### config.mk
export PLATFORM = sky130hd
export DESIGN_NAME = fpm_mult
export DESIGN_NICKNAME = d
export VERILOG_FILES = /design/src/rtl/fpm_pkg.sv /design/src/rtl/fpm_classify.sv /design/src/rtl/fpm_round.sv /design/src/rtl/fpm_combine.sv /design/src/rtl/fpm_mult.sv
export SDC_FILE = /design/constraint.sdc
export NUM_CORES = 2
export LEC_CHECK = 0
export ABC_AREA = 0
export CAP_MARGIN = 20
export CELL_PAD_IN_SITES_DETAIL_PLACEMENT = 0
export CELL_PAD_IN_SITES_GLOBAL_PLACEMENT = 1
export CORE_MARGIN = 4
export CORE_UTILIZATION = 47
export DETAILED_ROUTE_END_ITERATION = 10
export DONT_BUFFER_PORTS = 1
export PLACE_DENSITY_LB_ADDON = 0.1
export SLEW_MARGIN = 20
export SYNTH_ARGS = -nofsm -noshare
export SYNTH_HDL_FRONTEND = slang
export SYNTH_HIERARCHICAL = 1
export SYNTH_SLANG_ARGS = --single-unit
### constraint.sdc
create_clock -name clk -period 19.3 [get_ports clk]
set_input_delay 2.895 -clock clk [delete_from_list [all_inputs] [get_ports clk]]
set_output_delay 2.895 -clock clk [all_outputs]
set_load 0.05 [all_outputs]
### src/rtl/fpm_pkg.sv
package fpm_pkg;

    localparam int EXP_W   = 8;
    localparam int FRAC_W  = 23;
    localparam int WORD_W  = 1 + EXP_W + FRAC_W;
    localparam int SIG_W   = FRAC_W + 1;
    localparam int PROD_W  = 2 * SIG_W;
    localparam int EXPS_W  = EXP_W + 2;
    localparam int BIAS    = (1 << (EXP_W - 1)) - 1;
    localparam int EXP_MAX = (1 << EXP_W) - 1;

    typedef enum logic [1:0] {
        CLS_ZERO = 2'd0,
        CLS_NORM = 2'd1,
        CLS_INF  = 2'd2,
        CLS_NAN  = 2'd3
    } fp_cls_e;

    typedef struct packed {
        fp_cls_e             cls;
        logic                sign;
        logic [EXP_W-1:0]    exp;
        logic [SIG_W-1:0]    sig;
    } fp_opnd_t;

    typedef struct packed {
        logic [WORD_W-1:0]   word;
        logic                inv;
        logic                ovf;
        logic                unf;
    } fp_res_t;

    function automatic logic [WORD_W-1:0] make_inf(input logic s);
        return {s, {EXP_W{1'b1}}, {FRAC_W{1'b0}}};
    endfunction

    function automatic logic [WORD_W-1:0] make_zero(input logic s);
        return {s, {(WORD_W-1){1'b0}}};
    endfunction

    function automatic logic [WORD_W-1:0] make_qnan();
        return {1'b0, {EXP_W{1'b1}}, 1'b1, {(FRAC_W-1){1'b0}}};
    endfunction

endpackage

### src/rtl/fpm_classify.sv
module fpm_classify
    import fpm_pkg::*;
(
    input  logic [WORD_W-1:0] word,
    output fp_opnd_t          opnd
);
    logic [EXP_W-1:0]  e;
    logic [FRAC_W-1:0] f;

    assign e = word[WORD_W-2 -: EXP_W];
    assign f = word[FRAC_W-1:0];

    always_comb begin
        opnd.sign = word[WORD_W-1];
        opnd.exp  = e;
        opnd.sig  = {1'b1, f};
        if (e == '0) begin
            // subnormals are flushed: treated as zero of the same sign
            opnd.cls = CLS_ZERO;
            opnd.sig = '0;
        end else if (e == EXP_W'(EXP_MAX)) begin
            opnd.cls = (f == '0) ? CLS_INF : CLS_NAN;
        end else begin
            opnd.cls = CLS_NORM;
        end
    end
endmodule

### src/rtl/fpm_round.sv
module fpm_round
    import fpm_pkg::*;
(
    input  logic [PROD_W-1:0]        prod,
    input  logic signed [EXPS_W-1:0] exp_in,
    output logic [FRAC_W-1:0]        frac_out,
    output logic signed [EXPS_W-1:0] exp_out
);
    logic              hi;
    logic [FRAC_W-1:0] kept;
    logic              guard;
    logic              sticky;
    logic              up;
    logic [FRAC_W:0]   sum;

    assign hi = prod[PROD_W-1];

    // product in [2,4): one right shift; otherwise already normalized
    always_comb begin
        if (hi) begin
            kept   = prod[PROD_W-2 -: FRAC_W];
            guard  = prod[PROD_W-2-FRAC_W];
            sticky = |prod[PROD_W-3-FRAC_W:0];
        end else begin
            kept   = prod[PROD_W-3 -: FRAC_W];
            guard  = prod[PROD_W-3-FRAC_W];
            sticky = |prod[PROD_W-4-FRAC_W:0];
        end
    end

    assign up       = guard & (sticky | kept[0]);
    assign sum      = {1'b0, kept} + {{FRAC_W{1'b0}}, up};
    assign frac_out = sum[FRAC_W-1:0];
    assign exp_out  = exp_in + EXPS_W'(hi) + EXPS_W'(sum[FRAC_W]);
endmodule

### src/rtl/fpm_combine.sv
module fpm_combine
    import fpm_pkg::*;
(
    input  fp_opnd_t                 a,
    input  fp_opnd_t                 b,
    input  logic [FRAC_W-1:0]        frac,
    input  logic signed [EXPS_W-1:0] exp_fin,
    output fp_res_t                  res
);
    localparam logic signed [EXPS_W-1:0] EXP_TOP = EXPS_W'(EXP_MAX);
    localparam logic signed [EXPS_W-1:0] EXP_ONE = EXPS_W'(1);

    logic sgn;
    logic any_nan, any_inf, any_zero;

    assign sgn      = a.sign ^ b.sign;
    assign any_nan  = (a.cls == CLS_NAN)  || (b.cls == CLS_NAN);
    assign any_inf  = (a.cls == CLS_INF)  || (b.cls == CLS_INF);
    assign any_zero = (a.cls == CLS_ZERO) || (b.cls == CLS_ZERO);

    always_comb begin
        res = '0;
        if (any_nan) begin
            res.word = make_qnan();
        end else if (any_inf && any_zero) begin
            res.word = make_qnan();
            res.inv  = 1'b1;
        end else if (any_inf) begin
            res.word = make_inf(sgn);
        end else if (any_zero) begin
            res.word = make_zero(sgn);
        end else if (exp_fin >= EXP_TOP) begin
            res.word = make_inf(sgn);
            res.ovf  = 1'b1;
        end else if (exp_fin < EXP_ONE) begin
            res.word = make_zero(sgn);
            res.unf  = 1'b1;
        end else begin
            res.word = {sgn, exp_fin[EXP_W-1:0], frac};
        end
    end
endmodule

### src/rtl/fpm_mult.sv
module fpm_mult
    import fpm_pkg::*;
(
    input  logic              clk,
    input  logic              rst,
    input  logic              start,
    input  logic [WORD_W-1:0] op_a,
    input  logic [WORD_W-1:0] op_b,
    output logic [WORD_W-1:0] result,
    output logic              done,
    output logic              invalid,
    output logic              overflow,
    output logic              underflow
);
    localparam int NUM_OPS = 2;

    logic [WORD_W-1:0]        words [NUM_OPS];
    fp_opnd_t                 opnd  [NUM_OPS];
    logic [PROD_W-1:0]        prod;
    logic signed [EXPS_W-1:0] exp_sum;
    logic signed [EXPS_W-1:0] exp_fin;
    logic [FRAC_W-1:0]        frac;
    fp_res_t                  res_d;
    fp_res_t                  res_q;
    logic                     done_q;

    assign words[0] = op_a;
    assign words[1] = op_b;

    for (genvar i = 0; i < NUM_OPS; i++) begin : g_cls
        fpm_classify u_cls (.word(words[i]), .opnd(opnd[i]));
    end

    assign prod    = PROD_W'(opnd[0].sig) * PROD_W'(opnd[1].sig);
    assign exp_sum = signed'({2'b00, opnd[0].exp}) + signed'({2'b00, opnd[1].exp})
                   - EXPS_W'(BIAS);

    fpm_round u_rnd (
        .prod     (prod),
        .exp_in   (exp_sum),
        .frac_out (frac),
        .exp_out  (exp_fin)
    );

    fpm_combine u_cmb (
        .a       (opnd[0]),
        .b       (opnd[1]),
        .frac    (frac),
        .exp_fin (exp_fin),
        .res     (res_d)
    );

    always_ff @(posedge clk) begin
        if (rst) begin
            res_q  <= '0;
            done_q <= 1'b0;
        end else begin
            done_q <= start;
            if (start) res_q <= res_d;
        end
    end

    assign result    = res_q.word;
    assign invalid   = res_q.inv;
    assign overflow  = res_q.ovf;
    assign underflow = res_q.unf;
    assign done      = done_q;


    done_after_start_chk: assert property (@(posedge clk) disable iff (rst)
        start |=> done);


    idle_hold_chk: assert property (@(posedge clk) disable iff (rst)
        !start |=> (!done && $stable(result) && $stable({invalid, overflow, underflow})));


    flags_excl_chk: assert property (@(posedge clk) disable iff (rst)
        $onehot0({invalid, overflow, underflow}));


    ovf_inf_chk: assert property (@(posedge clk) disable iff (rst)
        overflow |-> (result[WORD_W-2:0] == {{EXP_W{1'b1}}, {FRAC_W{1'b0}}}));


    unf_zero_chk: assert property (@(posedge clk) disable iff (rst)
        underflow |-> (result[WORD_W-2:0] == '0));


    inv_nan_chk: assert property (@(posedge clk) disable iff (rst)
        invalid |-> (result == make_qnan()));
endmodule

==> impl_metrics.csv <==
group,metric,value,unit
outcome,status,"finished, final reports clean",
run,drv_cap,0,
critical_path,path_common_cell,"fa_1",
routing,antenna_left,0,
routing,wirelength,65800,µm
yosys,async_flop_share,0,
routing,first_iter_violations,923,
routing,viasPerCell,5.40,
critical_path,critical_path_required,19.47,ns
timing,fin_crit_sh,0.779,
yosys,syn-cell-area,23000,µm²
routing,drt_pass1_iterations,5,
timing,finalHoldViolations,0,
worst_hold_path,min_path_type,"flip-flop to flip-flop",
critical_path,path_class,"input pin to flip-flop",
floorplanning,dieWidth,229,µm
global_route,grt_pass1_wl,105000,µm
routing,vias,17200,
yosys,mappedNetlistNets,3427,
placement,io_buffers,0,
timing,worstMarginPinSlew,1.13,ns
placement,place_ws,3.95,ns
placement,place_congestion,0.880,
yosys,synth_top_family_by_area,"adder cells",
global_route,grtUsageTotal,0.253,
placement,dp.cells,3185,
timing,rsz0062_at_grt,"no",
cts,clk_latency,0.28,ns
timing,tns,0,ns
yosys,synth_cell_types,72,
yosys,synth_top_area_share,0.421,
finish,fill_cells,4715,
cts,h-tree-depth,2,
timing,fmax,66.5,MHz
yosys,synth_edf_count,0,
floorplanning,start_util,0.479,
yosys,ys_ff_latch,36,
cts,clk_path_buf_depth,2,
timing,fin_hold_ws,0.762,ns
finish,syn_to_final_growth,2.29,%
yosys,synth_fa_ha_area_frac,0.525,
floorplanning,dieArea,52600,µm²
yosys,synthMuxAreaShare,0.0259,
cts,cts_hold_buf,0,
critical_path,crit_slowest_cell,"nor4_4",
yosys,synth_flop_cell,"dfxtp_1",
cts,cts_resized,0,
yosys,synthTopCellsByCount,"inv_1 (562), fa_1 (484), and2_1 (352)",
yosys,syn_inst,2685,
floorplanning,pin_count,103,
yosys,yosys.area.top_type,"fa_1",
placement,hpwl,52700,µm
floorplanning,coreArea,48000,µm²
finish,final_cells,3194,
yosys,synth_seq_area_share,0.0313,
timing,setup_viol,0,
timing,worst_slack,4.26,ns
finish,layout.nets,3319,
yosys,synth_compound_area_frac,0.0532,
yosys,yosys_warnings,6,
cts,cts_tree,"yes",
yosys,netlist_top_cells_area,"fa_1 (42%), ha_1 (10%), and2_1 (9.6%)",
routing,drc,0,
yosys,synth_most_common_cell,"inv_1",
routing,post_drt_wl_per_cell,20.6,µm
global_route,overflow,0,
cts,cts_made_buffers,5,
cts,clk_pin_slew,0.05,ns
floorplanning,die_height,229,µm
critical_path,cp-end-kind,"flip-flop",
yosys,synth-xor-area-share,0.0308,
yosys,synth_area_per_cell,8.57,µm²
floorplanning,rows,80,
critical_path,startpoint_type,"input pin",
timing,maxSlewViolCount,0,
timing,layout_min_cycle_time,15.04,ns
critical_path,slowest_delay,0.62,ns
critical_path,crit_arrival,15.21,ns
global_route,antenna_found_initial,4,
timing,finalClockSkew,0,ns
global_route,grt_pass1_vias,19000,
timing,relSlewSlack,0.249,
global_route,grt_max_degree,49,
cts,clock-sinks,36,
yosys,synthSimpleGateAreaFrac,0.213,
cts,cts_setup_buffers,0,
cts,cts_root_buf,"clkbuf_16",
finish,drive_gt1_frac,0.0338,
critical_path,cp_max_fo,48,
routing by layer:
layer  wire [µm]  vias up  GRT usage
met4        2230        6     0.0690
met1       27400     8854      0.328
met3        3190      106     0.0322
met2       33000      413      0.448
met5          43        -          0
li1            -     7868          -
cells in the final DEF (no fill, tap or decap), types with 6 or more instances in the layout:
cell type  Yosys  routed
inv_1        562     562
fa_1         484     484
and2_1       352     345
nand2_1      344     343
ha_1         191     191
nor2_1        87      87
a21oi_1       56      56
mux2i_1       54      54
xor2_1        40      40
xnor2_1       41      40
dfxtp_1       36      36
buf_4         22      32
nand3_1       29      29
o21ai_0       27      27
nand4_1       26      26
nor4_1        23      23
nor3b_1       23      23
a21o_1        15      15
nor3_1        15      15
o21bai_1      10      10
nor2b_1       10      10
o21ai_1        9       9
a211oi_1       8       8
and2_2         0       7
and3_1         6       6
registers in the layout (all words and copies together), names as in the netlist:
name	flops
invalid	1
overflow	1
done	1
underflow	1
result	32
cells by family after synthesis:
family | count (synthesis)
compound gates | 179
xor+xnor | 81
fa+ha+maj | 675
buf+inv | 711
flops | 36
mux | 59
simple gates | 944
per-stage QoR:
step | cell area [µm²] | util
after global routing | 23500 | 0.490
after detailed placement | 23400 | 0.487
after CTS | 23500 | 0.490
after floorplan | 23000 | -
final | 23500 | 0.490
after global placement | 23400 | 0.486
critical path, delay by kind of cell:
kind	cells	cell delay, ns
multiplexers	1	0.14
XOR/XNOR	2	0.26
AO/OA/AOI/OAI	6	1.66
AND/OR/NAND/NOR	16	4.12
buffers and inverters	10	1.54
adder cells (fa/ha/maj)	10	4.46
final timing paths:
path / start / end / cells after the start / slack (ns)
min: result[23] / result[23] / 2 / 0.76
max reg2reg: result[1] / result[1] / 2 / 18.26
max: op_a[30] / result[2] / 45 / 4.26
min reg2reg: result[23] / result[23] / 2 / 0.76
final cells by class:
| class | count | area, µm² | area share |
|---|---|---|---|
| multi-input cells | 1938 | 19500 | 0.830 |
| inverters | 563 | 2110 | 0.0898 |
| well taps | 615 | 769 | 0.0327 |
| flip-flops and latches | 36 | 721 | 0.0306 |
| repair buffers | 33 | 251 | 0.0107 |
| clock buffers | 7 | 153 | 0.00648 |
| diodes | 2 | 5.00 | 0.000213 |
Power is left out: the tool's default activity adds up to more than one toggle a clock period on the data nets, which glitch-free logic cannot reach.
